===== src/rtl/vlp_pkg.sv =====
package vlp_pkg;

    localparam int BYTE_W    = 8;
    localparam int MAX_INSN  = 6;
    localparam int IMM_KEEP  = 4;
    localparam int REG_W     = 5;
    localparam int OPC_W     = 6;
    localparam int IMM_W     = IMM_KEEP * BYTE_W;
    localparam int CNT_W     = $clog2(MAX_INSN + 1);
    localparam int TRAIL_W   = 4;
    localparam int NBYTES_W  = 4;

    typedef enum logic [1:0] {
        S_INSN = 2'd0,
        S_IMM  = 2'd1,
        S_HOLD = 2'd2
    } vlp_state_e;

    typedef struct packed {
        logic [OPC_W-1:0]    opcode;
        logic [1:0]          len_code;
        logic [REG_W-1:0]    rd;
        logic [REG_W-1:0]    rs1;
        logic [REG_W-1:0]    src2;
        logic                imm_sel;
        logic [7:0]          invert;
        logic                upd;
        logic [4:0]          pred;
        logic [9:0]          spare;
        logic [IMM_W-1:0]    imm;
        logic [NBYTES_W-1:0] nbytes;
    } vlp_rec_t;

    // Bytes in the instruction proper, from the 2-bit length code.
    function automatic logic [CNT_W-1:0] insn_bytes(input logic [1:0] code);
        return CNT_W'({1'b0, code}) + CNT_W'(3);
    endfunction

    // Trailing immediate byte count from the byte holding flag and field.
    function automatic logic [TRAIL_W-1:0] trail_count(input logic [7:0] b2);
        logic [4:0] f;
        f = b2[6:2];
        if (!b2[7] || !f[4])
            return '0;
        else if (!f[3])
            return TRAIL_W'(1);
        else
            return TRAIL_W'({1'b0, f[2:0]}) + TRAIL_W'(1);
    endfunction

endpackage


===== src/rtl/vlp_byte_gather.sv =====
module vlp_byte_gather #(
    parameter int DEPTH = 6,
    localparam int IDX_W = (DEPTH > 1) ? $clog2(DEPTH) : 1
) (
    input  logic                  clk,
    input  logic                  rst,
    input  logic                  clr,
    input  logic                  we,
    input  logic [IDX_W-1:0]      idx,
    input  logic [7:0]            din,
    output logic [DEPTH-1:0][7:0] q
);

    for (genvar i = 0; i < DEPTH; i++) begin : g_slot
        always_ff @(posedge clk) begin
            if (rst || clr)
                q[i] <= '0;
            else if (we && idx == IDX_W'(i))
                q[i] <= din;
        end
    end

endmodule


===== src/rtl/vlp_imm_unit.sv =====
module vlp_imm_unit
    import vlp_pkg::*;
(
    input  logic                     imm_sel,
    input  logic [REG_W-1:0]         field,
    input  logic [IMM_KEEP-1:0][7:0] tb,
    output logic [IMM_W-1:0]         imm
);

    logic [2:0] nsel;
    assign nsel = field[2:0];

    always_comb begin
        imm = '0;
        if (imm_sel) begin
            if (!field[4]) begin
                imm = IMM_W'(field[3:0]);
            end else if (!field[3]) begin
                imm = {{(IMM_W-11){field[2]}}, field[2:0], tb[0]};
            end else begin
                case (nsel)
                    3'd0:    imm = {{(IMM_W-8){tb[0][7]}}, tb[0]};
                    3'd1:    imm = {{(IMM_W-16){tb[1][7]}}, tb[1], tb[0]};
                    3'd2:    imm = {{(IMM_W-24){tb[2][7]}}, tb[2], tb[1], tb[0]};
                    default: imm = {tb[3], tb[2], tb[1], tb[0]};
                endcase
            end
        end
    end

endmodule


===== src/rtl/vlp_parser.sv =====
module vlp_parser
    import vlp_pkg::*;
(
    input  logic        clk,
    input  logic        rst,
    input  logic        flush,
    input  logic        in_valid,
    output logic        in_ready,
    input  logic [7:0]  in_data,
    output logic        out_valid,
    input  logic        out_ready,
    output logic [5:0]  out_opcode,
    output logic [1:0]  out_len_code,
    output logic [4:0]  out_rd,
    output logic [4:0]  out_rs1,
    output logic [4:0]  out_src2,
    output logic        out_imm_sel,
    output logic [7:0]  out_invert,
    output logic        out_upd,
    output logic [4:0]  out_pred,
    output logic [9:0]  out_spare,
    output logic [31:0] out_imm,
    output logic [3:0]  out_nbytes
);

    vlp_state_e          state_q;
    logic [CNT_W-1:0]    cnt_q;
    logic [CNT_W-1:0]    ilen_q;
    logic [TRAIL_W-1:0]  imm_cnt_q;
    logic [TRAIL_W-1:0]  imm_need_q;

    logic                take;
    logic                release_rec;
    logic                clr;
    logic [CNT_W-1:0]    len_now;
    logic [7:0]          b2_now;
    logic                insn_last;
    logic [TRAIL_W-1:0]  trail_now;

    logic [MAX_INSN-1:0][7:0] ib;
    logic [IMM_KEEP-1:0][7:0] tb;
    logic [IMM_W-1:0]         imm_w;
    vlp_rec_t                 rec;

    assign in_ready    = (state_q != S_HOLD);
    assign out_valid   = (state_q == S_HOLD);
    assign take        = in_valid && in_ready;
    assign release_rec = out_valid && out_ready;
    assign clr         = flush || release_rec;

    assign len_now   = (cnt_q == '0) ? insn_bytes(in_data[7:6]) : ilen_q;
    assign b2_now    = (cnt_q == CNT_W'(2)) ? in_data : ib[2];
    assign insn_last = (cnt_q == len_now - CNT_W'(1));
    assign trail_now = trail_count(b2_now);

    vlp_byte_gather #(.DEPTH(MAX_INSN)) u_insn_bytes (
        .clk (clk),
        .rst (rst),
        .clr (clr),
        .we  (take && state_q == S_INSN),
        .idx (cnt_q),
        .din (in_data),
        .q   (ib)
    );

    vlp_byte_gather #(.DEPTH(IMM_KEEP)) u_imm_bytes (
        .clk (clk),
        .rst (rst),
        .clr (clr),
        .we  (take && state_q == S_IMM && imm_cnt_q < TRAIL_W'(IMM_KEEP)),
        .idx (imm_cnt_q[$clog2(IMM_KEEP)-1:0]),
        .din (in_data),
        .q   (tb)
    );

    always_ff @(posedge clk) begin
        if (rst || flush) begin
            state_q    <= S_INSN;
            cnt_q      <= '0;
            ilen_q     <= '0;
            imm_cnt_q  <= '0;
            imm_need_q <= '0;
        end else begin
            case (state_q)
                S_INSN: if (take) begin
                    cnt_q <= cnt_q + CNT_W'(1);
                    if (cnt_q == '0)
                        ilen_q <= len_now;
                    if (insn_last) begin
                        imm_need_q <= trail_now;
                        state_q    <= (trail_now == '0) ? S_HOLD : S_IMM;
                    end
                end
                S_IMM: if (take) begin
                    imm_cnt_q <= imm_cnt_q + TRAIL_W'(1);
                    if (imm_cnt_q + TRAIL_W'(1) == imm_need_q)
                        state_q <= S_HOLD;
                end
                S_HOLD: if (out_ready) begin
                    state_q    <= S_INSN;
                    cnt_q      <= '0;
                    ilen_q     <= '0;
                    imm_cnt_q  <= '0;
                    imm_need_q <= '0;
                end
                default: state_q <= S_INSN;
            endcase
        end
    end

    vlp_imm_unit u_imm (
        .imm_sel (ib[2][7]),
        .field   (ib[2][6:2]),
        .tb      (tb),
        .imm     (imm_w)
    );

    always_comb begin
        rec.opcode   = ib[0][5:0];
        rec.len_code = ib[0][7:6];
        rec.rd       = ib[1][4:0];
        rec.rs1      = {ib[2][1:0], ib[1][7:5]};
        rec.src2     = ib[2][6:2];
        rec.imm_sel  = ib[2][7];
        rec.invert   = ib[3];
        rec.pred     = ib[4][4:0];
        rec.upd      = ib[4][5];
        rec.spare    = {ib[5], ib[4][7:6]};
        rec.imm      = imm_w;
        rec.nbytes   = NBYTES_W'(ilen_q) + NBYTES_W'(imm_need_q);
    end

    assign out_opcode   = rec.opcode;
    assign out_len_code = rec.len_code;
    assign out_rd       = rec.rd;
    assign out_rs1      = rec.rs1;
    assign out_src2     = rec.src2;
    assign out_imm_sel  = rec.imm_sel;
    assign out_invert   = rec.invert;
    assign out_upd      = rec.upd;
    assign out_pred     = rec.pred;
    assign out_spare    = rec.spare;
    assign out_imm      = rec.imm;
    assign out_nbytes   = rec.nbytes;

    // Instruction byte counter stays inside the decoded length.
    assert_insn_count_R2: assert property (@(posedge clk) disable iff (rst)
        (state_q == S_INSN && cnt_q != '0) |-> (cnt_q < ilen_q));

    // Trailing-byte counter never reaches its target while still collecting.
    assert_imm_count_R7: assert property (@(posedge clk) disable iff (rst)
        (state_q == S_IMM) |-> (imm_cnt_q < imm_need_q));

    // A short inline constant adds no trailing bytes.
    assert_short_len_R5: assert property (@(posedge clk) disable iff (rst)
        (out_valid && out_imm_sel && !out_src2[4])
            |-> (out_nbytes == 4'({2'b00, out_len_code}) + 4'd3));

    // Without the immediate flag the immediate is zero and length is the base.
    assert_noimm_R8: assert property (@(posedge clk) disable iff (rst)
        (out_valid && !out_imm_sel)
            |-> (out_imm == '0 && out_nbytes == 4'({2'b00, out_len_code}) + 4'd3));

    // Consumed byte count stays in range.
    assert_nbytes_range_R9: assert property (@(posedge clk) disable iff (rst)
        out_valid |-> (out_nbytes >= 4'd3 && out_nbytes <= 4'd14));

    // A held record stays put until taken.
    assert_hold_stable_R10: assert property (@(posedge clk) disable iff (rst)
        (out_valid && !out_ready && !flush)
            |=> (out_valid && $stable(out_imm) && $stable(out_nbytes)
                 && $stable(out_opcode) && $stable(out_src2)));

    // Flush returns to an empty, accepting state.
    assert_flush_clear_R11: assert property (@(posedge clk) disable iff (rst)
        flush |=> (!out_valid && in_ready));

endmodule


===== config.mk =====
export PLATFORM = sky130hd
export DESIGN_NAME = vlp_parser
export DESIGN_NICKNAME = d
export VERILOG_FILES = /design/src/rtl/vlp_pkg.sv /design/src/rtl/vlp_byte_gather.sv /design/src/rtl/vlp_imm_unit.sv /design/src/rtl/vlp_parser.sv
export SDC_FILE = /design/constraint.sdc
export NUM_CORES = 1
export LEC_CHECK = 0
export ABC_AREA = 0
export BUFFER_PORTS_ARGS = -buffer_cell sky130_fd_sc_hd__buf_2
export CAP_MARGIN = 20
export CORE_MARGIN = 1
export CORE_UTILIZATION = 55
export CTS_CLUSTER_SIZE = 28
export DETAILED_ROUTE_END_ITERATION = 8
export PLACE_DENSITY_LB_ADDON = 0.15
export RECOVER_POWER = 25
export REMOVE_ABC_BUFFERS = 1
export SLEW_MARGIN = 20
export SYNTH_ARGS = -nofsm -noshare
export SYNTH_HDL_FRONTEND = slang
export SYNTH_HIERARCHICAL = 1
export SYNTH_SLANG_ARGS = --single-unit

===== constraint.sdc =====
create_clock -name clk -period 7.3 [get_ports clk]
set_input_delay 0.365 -clock clk [delete_from_list [all_inputs] [get_ports clk]]
set_output_delay 0.365 -clock clk [all_outputs]
set_load 0.03 [all_outputs]

==> results.json, run 1 <==
{
  "outcome": "finished, final reports clean",
  "grt_pass1_wl_um": 20400,
  "die_x_um": 100,
  "min_period_ns": 2.77,
  "initialDrtViolationCount": 178,
  "drv_slew": 0,
  "grt.total_usage": 0.254,
  "gp_congestion": 0.895,
  "arrival_ns": 2.40,
  "clock.fmax_mhz": 361,
  "routed_via_density": 5.71,
  "holdPathStages": 3,
  "ant_nets": 0,
  "die_h_um": 100,
  "syn_to_final_growth_pct": 10.4,
  "dp_slack_ns": 4.66,
  "crit_path_start_kind": "flop",
  "drc": 0,
  "h-tree-depth": 3,
  "grt_setup_unrepaired": "no",
  "postCtsHoldBufs": 0,
  "max_slew_margin": 0.211,
  "worstSkewPairLatency_ns": 0.36,
  "clk_pin_slew_worst_paths_ns": 0.11,
  "leakagePower_nw": 2.61,
  "antennaDiodeCount": 0,
  "ir_worst_vdd_mv": 0.0887,
  "fin_crit_sh": 0.379,
  "setup_ws_ns": 4.53,
  "initial_core_util": 0.573,
  "core_area_um2": 9280,
  "ys_warn_count": 6,
  "yosysUniqueCellTypes": 59,
  "maxCapViolations": 0,
  "drive_gt1_frac": 0.217,
  "wl_per_cell_um": 17.2,
  "drt_wl_total_um": 12700,
  "final_common_cell": "dfxtp_1",
  "final_nets": 628,
  "r2r_cells": 10,
  "criticalPathCategory": "flop to output port",
  "dr.pass1.iters": 4,
  "hold_class": "primary input to flop",
  "setup_viol": 0,
  "netlist_instances": 539,
  "syn_area_per_cell_um2": 9.87,
  "vias": 4213,
  "io_buffers": 98,
  "post_cts_resized": 0,
  "synth_seq_cells": 96,
  "tns_ns": 0,
  "row_count": 35,
  "numClockSinks": 96,
  "overflow": 0,
  "antenna_found_initial": 0,
  "ys_seq_area_frac": 0.361,
  "synth_edf_count": 0,
  "cts_made_buffers": 9,
  "cts_setup_buffers": 0,
  "ios": 99,
  "cts_root_buffer": "clkbuf_8",
  "worst_pin_slew_ns": 1.18,
  "netlist_area_um2": 5320,
  "path_max_fanout": 15,
  "timing.final.hold_violations": 0,
  "cts_tree": "done",
  "power_density_nw_per_um2": 163,
  "end_kind": "output port",
  "grt_pass1_vias": 3977,
  "required_ns": 6.93,
  "synth-async-reset-ratio": 0,
  "clock_path_buffers": 2,
  "synth_ff_type": "dfxtp_1",
  "skew_ns": 0.00970,
  "grt_max_degree": 99,
  "mostFrequentLayoutCells": "dfxtp_1, mux2i_1, buf_2",
  "die-area_um2": 10100,
  "place.detailed.hpwl_um": 8550
}
[report_power, final]
| group | switching (W) | leakage [nW] | internal, W |
|---|---|---|---|
| combinational | 0.0000504 | 1.74 | 0.0000234 |
| sequential | 0.00000318 | 0.774 | 0.000527 |
| clock | 0.000218 | 0.0977 | 0.000136 |
[critical path, stage by stage, from the launching register on]
cell      delay, ns
dfxtp_1        0.75
o211ai_4       0.33
a311oi_4       0.58
o21a_1         0.19
buf_2          0.19
[cells by family (layout without fill, tap and decap cells)]
group,Yosys count,after routing,share of synthesized area
compound gates,67,67,0.0870
xor+xnor,13,13,0.0214
fa+ha+maj,11,11,0.0273
buf+inv,60,130,0.0579
flops,96,96,0.361
mux,95,95,0.179
simple gates,197,197,0.266
[Yosys cell counts, types with 8 or more instances]
cell	instances	area [um^2]
dfxtp_1	96	1920
mux2i_1	92	921
or3b_1	53	464
or3b_2	44	385
a21oi_1	30	150
nand2_1	29	109
clkbuf_1	21	78.8
nor2_1	19	71.3
buf_2	14	70.1
inv_1	13	48.8
ha_1	10	125
o21a_1	10	75.1
xnor2_1	10	87.6
buf_6	8	90.1
[path summary, 6_finish.rpt]
kind	startpoint	to	slack, ns
worst max-delay path	u_insn_bytes/q[22]	out_imm[31]	4.53
worst min-delay path	in_valid	state_q[1]	0.38
worst max register to register	cnt_q[0]	imm_need_q[3]	4.59
worst min register to register	imm_need_q[0]	imm_need_q[0]	0.51
[layer usage]
metal  global-route usage  share of wire  up-vias
met5                    0              0        -
met4               0.0669         0.0092        0
met3               0.0299          0.031       14
met2                0.412           0.47       88
met1                0.359           0.49     2041
li1                     -              -     2070
[layout make-up]
class	instances	area (um^2)
fill	843	3410
inverter	14	52.6
sequential	96	1920
tap	129	161
clock inverter	7	70.1
clock buffer	9	124
multi-input combinational	383	3090
timing repair buffer	100	453
[through the flow]
| step | utilization | instances | power, W | hold slack (ns) | area (um^2) |
|---|---|---|---|---|---|
| finish | 0.632 | 738 | 0.000957 | 0.384 | 5870 |
| global route | 0.632 | 738 | 0.000989 | 0.433 | 5870 |
| CTS | 0.638 | 738 | 0.000964 | 0.368 | 5930 |
| detailed placement | 0.618 | 722 | 0.000615 | 0.499 | 5730 |
| global placement | 0.618 | 722 | 0.000613 | 0.490 | 5730 |
| floorplan | - | 493 | 0.000587 | 0.463 | 5060 |
[state kept, by name, summed over array words and instances, names as in the netlist]
signal / flops
u_insn_bytes/q: 48
u_imm_bytes/q: 32
imm_cnt_q: 4
imm_need_q: 4
cnt_q: 3
ilen_q: 3
state_q: 2
Note: power is estimated with default switching activity, not from simulation.
==> inputs of run 2 (changes only) <==
- clock period: 7.3 -> 2.7 ns (I/O delays scaled with it)
==> results.json, run 2 (same netlist as run 1, synthesis figures left out) <==
{
  "outcome": "finished, final reports clean",
  "gp_congestion": 0.859,
  "fin_crit_sh": 0.949,
  "clk_pin_slew_worst_paths_ns": 0.11,
  "worstSkewPairLatency_ns": 0.38,
  "clock.fmax_mhz": 390,
  "grt.total_usage": 0.260,
  "criticalPathCategory": "flop to flop",
  "initialDrtViolationCount": 195,
  "setup_viol": 0,
  "die_x_um": 100,
  "die-area_um2": 10100,
  "largest-register": "u_insn_bytes/q",
  "reg_top3": "u_insn_bytes/q x48, u_imm_bytes/q x32",
  "numClockSinks": 96,
  "drc": 0,
  "leakagePower_nw": 2.67,
  "max_slew_margin": 0.481,
  "place.detailed.hpwl_um": 8790,
  "antenna_found_initial": 0,
  "largest_reg_flops": 48,
  "overflow": 0,
  "antennaDiodeCount": 0,
  "initial_core_util": 0.573,
  "clock_path_buffers": 2,
  "dr.pass1.iters": 4,
  "final_common_cell": "dfxtp_1",
  "timing.final.hold_violations": 0,
  "drt_wl_total_um": 12900,
  "mostFrequentLayoutCells": "dfxtp_1, mux2i_1, buf_2",
  "arrival_ns": 2.86,
  "vias": 4321,
  "wl_per_cell_um": 17.1,
  "skew_ns": 0.0202,
  "grt_max_degree": 97,
  "final.fill_count": 811,
  "ir_worst_vdd_mv": 0.265,
  "die_h_um": 100,
  "tns_ns": 0,
  "ios": 99,
  "path_max_fanout": 9,
  "maxCapViolations": 0,
  "cts_tree": "done",
  "end_kind": "flop",
  "min_period_ns": 2.56,
  "ant_nets": 0,
  "required_ns": 2.99,
  "seqCellArea_um2": 1930,
  "row_count": 35,
  "routed_via_density": 5.76,
  "hold_class": "primary input to flop",
  "multiInputGateArea_um2": 3120,
  "worst_pin_slew_ns": 0.779,
  "crit_path_start_kind": "flop",
  "drv_slew": 0,
  "power_density_nw_per_um2": 432,
  "cts_made_buffers": 9,
  "core_area_um2": 9280,
  "grt_pass1_vias": 3962,
  "cts_root_buffer": "clkbuf_8",
  "drive_gt1_frac": 0.240,
  "final_nets": 640,
  "total_power_w": 0.00260,
  "syn_to_final_growth_pct": 13.2,
  "io_buffers": 98,
  "grt_pass1_wl_um": 20500,
  "h-tree-depth": 3
}
-- run 2: cell count changes in the layout (fill, tap and decap cells not counted), moves of 2 or more --
| cell | before | now |
|---|---|---|
| buf_12 | 0 | 2 |
| buf_2 | 56 | 54 |
| buf_4 | 2 | 11 |
| clkbuf_1 | 42 | 45 |
| clkinv_8 | 0 | 2 |
| ha_1 | 10 | 8 |
| ha_2 | 0 | 2 |
| inv_8 | 4 | 1 |
| nor3b_1 | 2 | 0 |
| nor3b_2 | 0 | 2 |
-- run 2: path summary, 6_finish.rpt --
path         cells past startpoint  slack (ns)     startpoint            end
min                              4        0.14          flush  imm_need_q[2]
min reg2reg                      2        0.53  imm_need_q[2]  imm_need_q[2]
max reg2reg                     10        0.14       cnt_q[0]  imm_need_q[3]
max                             10        0.14       cnt_q[0]  imm_need_q[3]
-- run 2: power by group --
part | switching (W) | internal [W]
Sequential | 0.00000809 | 0.00142
Combinational | 0.000142 | 0.0000757
Clock | 0.000589 | 0.000365
-- run 2: cell type report --
cell class,instances,share of cell area
Clock buffer,9,0.0206
Clock inverter,7,0.0129
Inverter,14,0.00873
Multi-Input combinational cell,383,0.518
Sequential cell,96,0.320
Tap cell,129,0.0268
Timing Repair Buffer,112,0.0933
-- run 2: per-layer routing --
layer	track usage	routed length [um]
met2	0.417	6020
met1	0.365	6200
met4	0.0836	175
met5	0	0
met3	0.0299	454
-- run 2: worst max-delay path, cell delays in order (launching register included) --
cell	delay [ns]
dfxtp_4	0.39
inv_1	0.16
ha_2	0.24
nand2b_1	0.14
a21oi_1	0.20
ha_2	0.23
xor2_2	0.17
mux2i_2	0.26
o211ai_1	0.17
a21oi_2	0.29
mux2i_1	0.23
-- run 2: timing repair --
item                                   CTS  global route
setup endpoints to repair                2             5
pin swaps                                0             3
hold buffers                             0             0
buffers inserted                         0             2
gates resized for setup                  2             6
endpoints found under the hold margin    0             0
-- run 2: per-stage QoR --
step	setup slack, ns	utilization	hold slack (ns)	area (um^2)	cells
2_1_floorplan	-0.144	-	0.315	5060	493
3_3_place_gp	0.239	0.628	0.492	5830	732
3_5_place_dp	0.0467	0.628	0.507	5830	732
4_1_cts	0.0957	0.651	0.137	6040	748
5_1_grt	-0.0334	0.648	0.159	6020	750
6_report	0.138	0.648	0.144	6020	750
==> inputs of run 3 (changes only) <==
- RECOVER_POWER: 25 -> not set
==> results.json, run 3 (same netlist as run 1, synthesis figures left out) <==
{
  "wl_per_cell_um": 17.1,
  "overflow": 0,
  "ios": 99,
  "maxCapViolations": 0,
  "drive_gt1_frac": 0.312,
  "dp_slack_ns": 0.0467,
  "drt_wl_total_um": 12800,
  "place.detailed.hpwl_um": 8790,
  "end_kind": "flop",
  "timing.hold.ws_ns": 0.143,
  "final.fill_count": 789,
  "ant_nets": 0,
  "die_x_um": 100,
  "clock_path_buffers": 2,
  "critical_path_buf_inv_count": 0,
  "fin_cells": 750,
  "criticalPathCategory": "flop to flop",
  "skew_ns": 0.0182,
  "grt_max_degree": 97,
  "clock.fmax_mhz": 390,
  "mostFrequentLayoutCells": "buf_2, dfxtp_1, mux2i_1",
  "setup_ws_ns": 0.139,
  "crit_path_start_kind": "flop",
  "io_buffers": 98,
  "clk_pin_slew_worst_paths_ns": 0.10,
  "cts_tree": "done",
  "core_area_um2": 9280,
  "hold_class": "primary input to flop",
  "h-tree-depth": 3,
  "outcome": "finished, final reports clean",
  "total_power_w": 0.00260,
  "dr.pass1.iters": 5,
  "worst_path_max_delay_cell": "dfxtp_1",
  "largest-register": "u_insn_bytes/q",
  "initial_core_util": 0.573,
  "max_slew_margin": 0.483,
  "worstSkewPairLatency_ns": 0.38,
  "reg_top3": "u_insn_bytes/q x48, u_imm_bytes/q x32",
  "min_period_ns": 2.56,
  "row_count": 35,
  "power_density_nw_per_um2": 428,
  "required_ns": 2.99,
  "timing.final.hold_violations": 0,
  "die_h_um": 100,
  "leakagePower_nw": 2.87,
  "vias": 4315,
  "cts_root_buffer": "clkbuf_8",
  "cts_made_buffers": 9,
  "final_nets": 640,
  "grt_pass1_wl_um": 20500,
  "cp_top_family": "flip-flops",
  "antenna_found_initial": 0,
  "postCtsHoldBufs": 0,
  "max_stage_delay_ns": 0.66,
  "die-area_um2": 10100,
  "setup_viol": 0,
  "antennaDiodeCount": 0,
  "drc": 0,
  "ir_worst_vdd_mv": 0.258,
  "path_max_fanout": 16,
  "routed_via_density": 5.75,
  "dpl.cell_count": 732,
  "drv_slew": 0,
  "gp_congestion": 0.859,
  "arrival_ns": 2.85,
  "final_common_cell": "buf_2",
  "syn_to_final_growth_pct": 14.3,
  "initialDrtViolationCount": 211,
  "path_cells": "nand2b_1 -> nor2_1 -> a21oi_1 -> ha_2 -> xor2_2 -> mux2i_2 -> o211ai_1 -> a21oi_2 -> mux2i_1",
  "largest_reg_flops": 48,
  "fin_crit_sh": 0.949,
  "grt.total_usage": 0.260,
  "worst_pin_slew_ns": 0.776,
  "numClockSinks": 96,
  "grt_pass1_vias": 3962
}
[run 3: cell count changes in the layout (fill, tap and decap cells not counted), sizes merged]
cell	before	now
buf	67	112
clkbuf	54	9
[run 3: timing repair]
item / CTS / global route
setup buffers: 0 / 2
pin swaps: 0 / 3
setup endpoints to repair: 2 / 5
resized for setup: 2 / 6
hold endpoints to repair: 0 / 0
[run 3: stage by stage]
step / util / setup TNS, ns / area, um^2
floorplan: - / -5.75 / 5060
global placement: 0.628 / 0 / 5830
detailed placement: 0.628 / 0 / 5830
CTS: 0.651 / 0 / 6040
global route: 0.655 / -0.0698 / 6080
finish: 0.655 / 0 / 6080
[run 3: worst reg2reg max path, cell delays in order, from the launching register on]
cell and delay (ns):
dfxtp_1 0.66, nand2b_1 0.28, nor2_1 0.07, a21oi_1 0.15, ha_2 0.23, xor2_2 0.17
mux2i_2 0.25, o211ai_1 0.17, a21oi_2 0.29, mux2i_1 0.23
[run 3: per-layer routing]
| layer | wire (um) | global-route usage |
|---|---|---|
| met1 | 6170 | 0.365 |
| met2 | 6020 | 0.417 |
| met3 | 472 | 0.0299 |
| met4 | 168 | 0.0836 |
| met5 | 0 | 0 |
[run 3: power by group]
part           switching, W  total (W)  internal, W
clock              0.000587   0.000952     0.000365
combinational      0.000142   0.000220    0.0000781
sequential       0.00000790    0.00143      0.00142
[run 3: path summary, 6_finish.rpt]
check	from	endpoint	slack, ns	depth (start not counted)
worst max-delay path	cnt_q[2]	imm_need_q[3]	0.14	9
worst min-delay path	flush	imm_need_q[2]	0.14	4
worst max register to register	cnt_q[2]	imm_need_q[3]	0.14	9
worst min register to register	cnt_q[0]	cnt_q[0]	0.53	2
[run 3: layout make-up]
type                            count  area (um^2)  area share
Multi-Input combinational cell    383         3120       0.513
Timing Repair Buffer              112          621       0.102
Sequential cell                    96         1930       0.317
Tap cell                          129          161      0.0266
Clock inverter                      7         77.6      0.0128
Inverter                           14         52.6     0.00865
Clock buffer                        9          124      0.0204
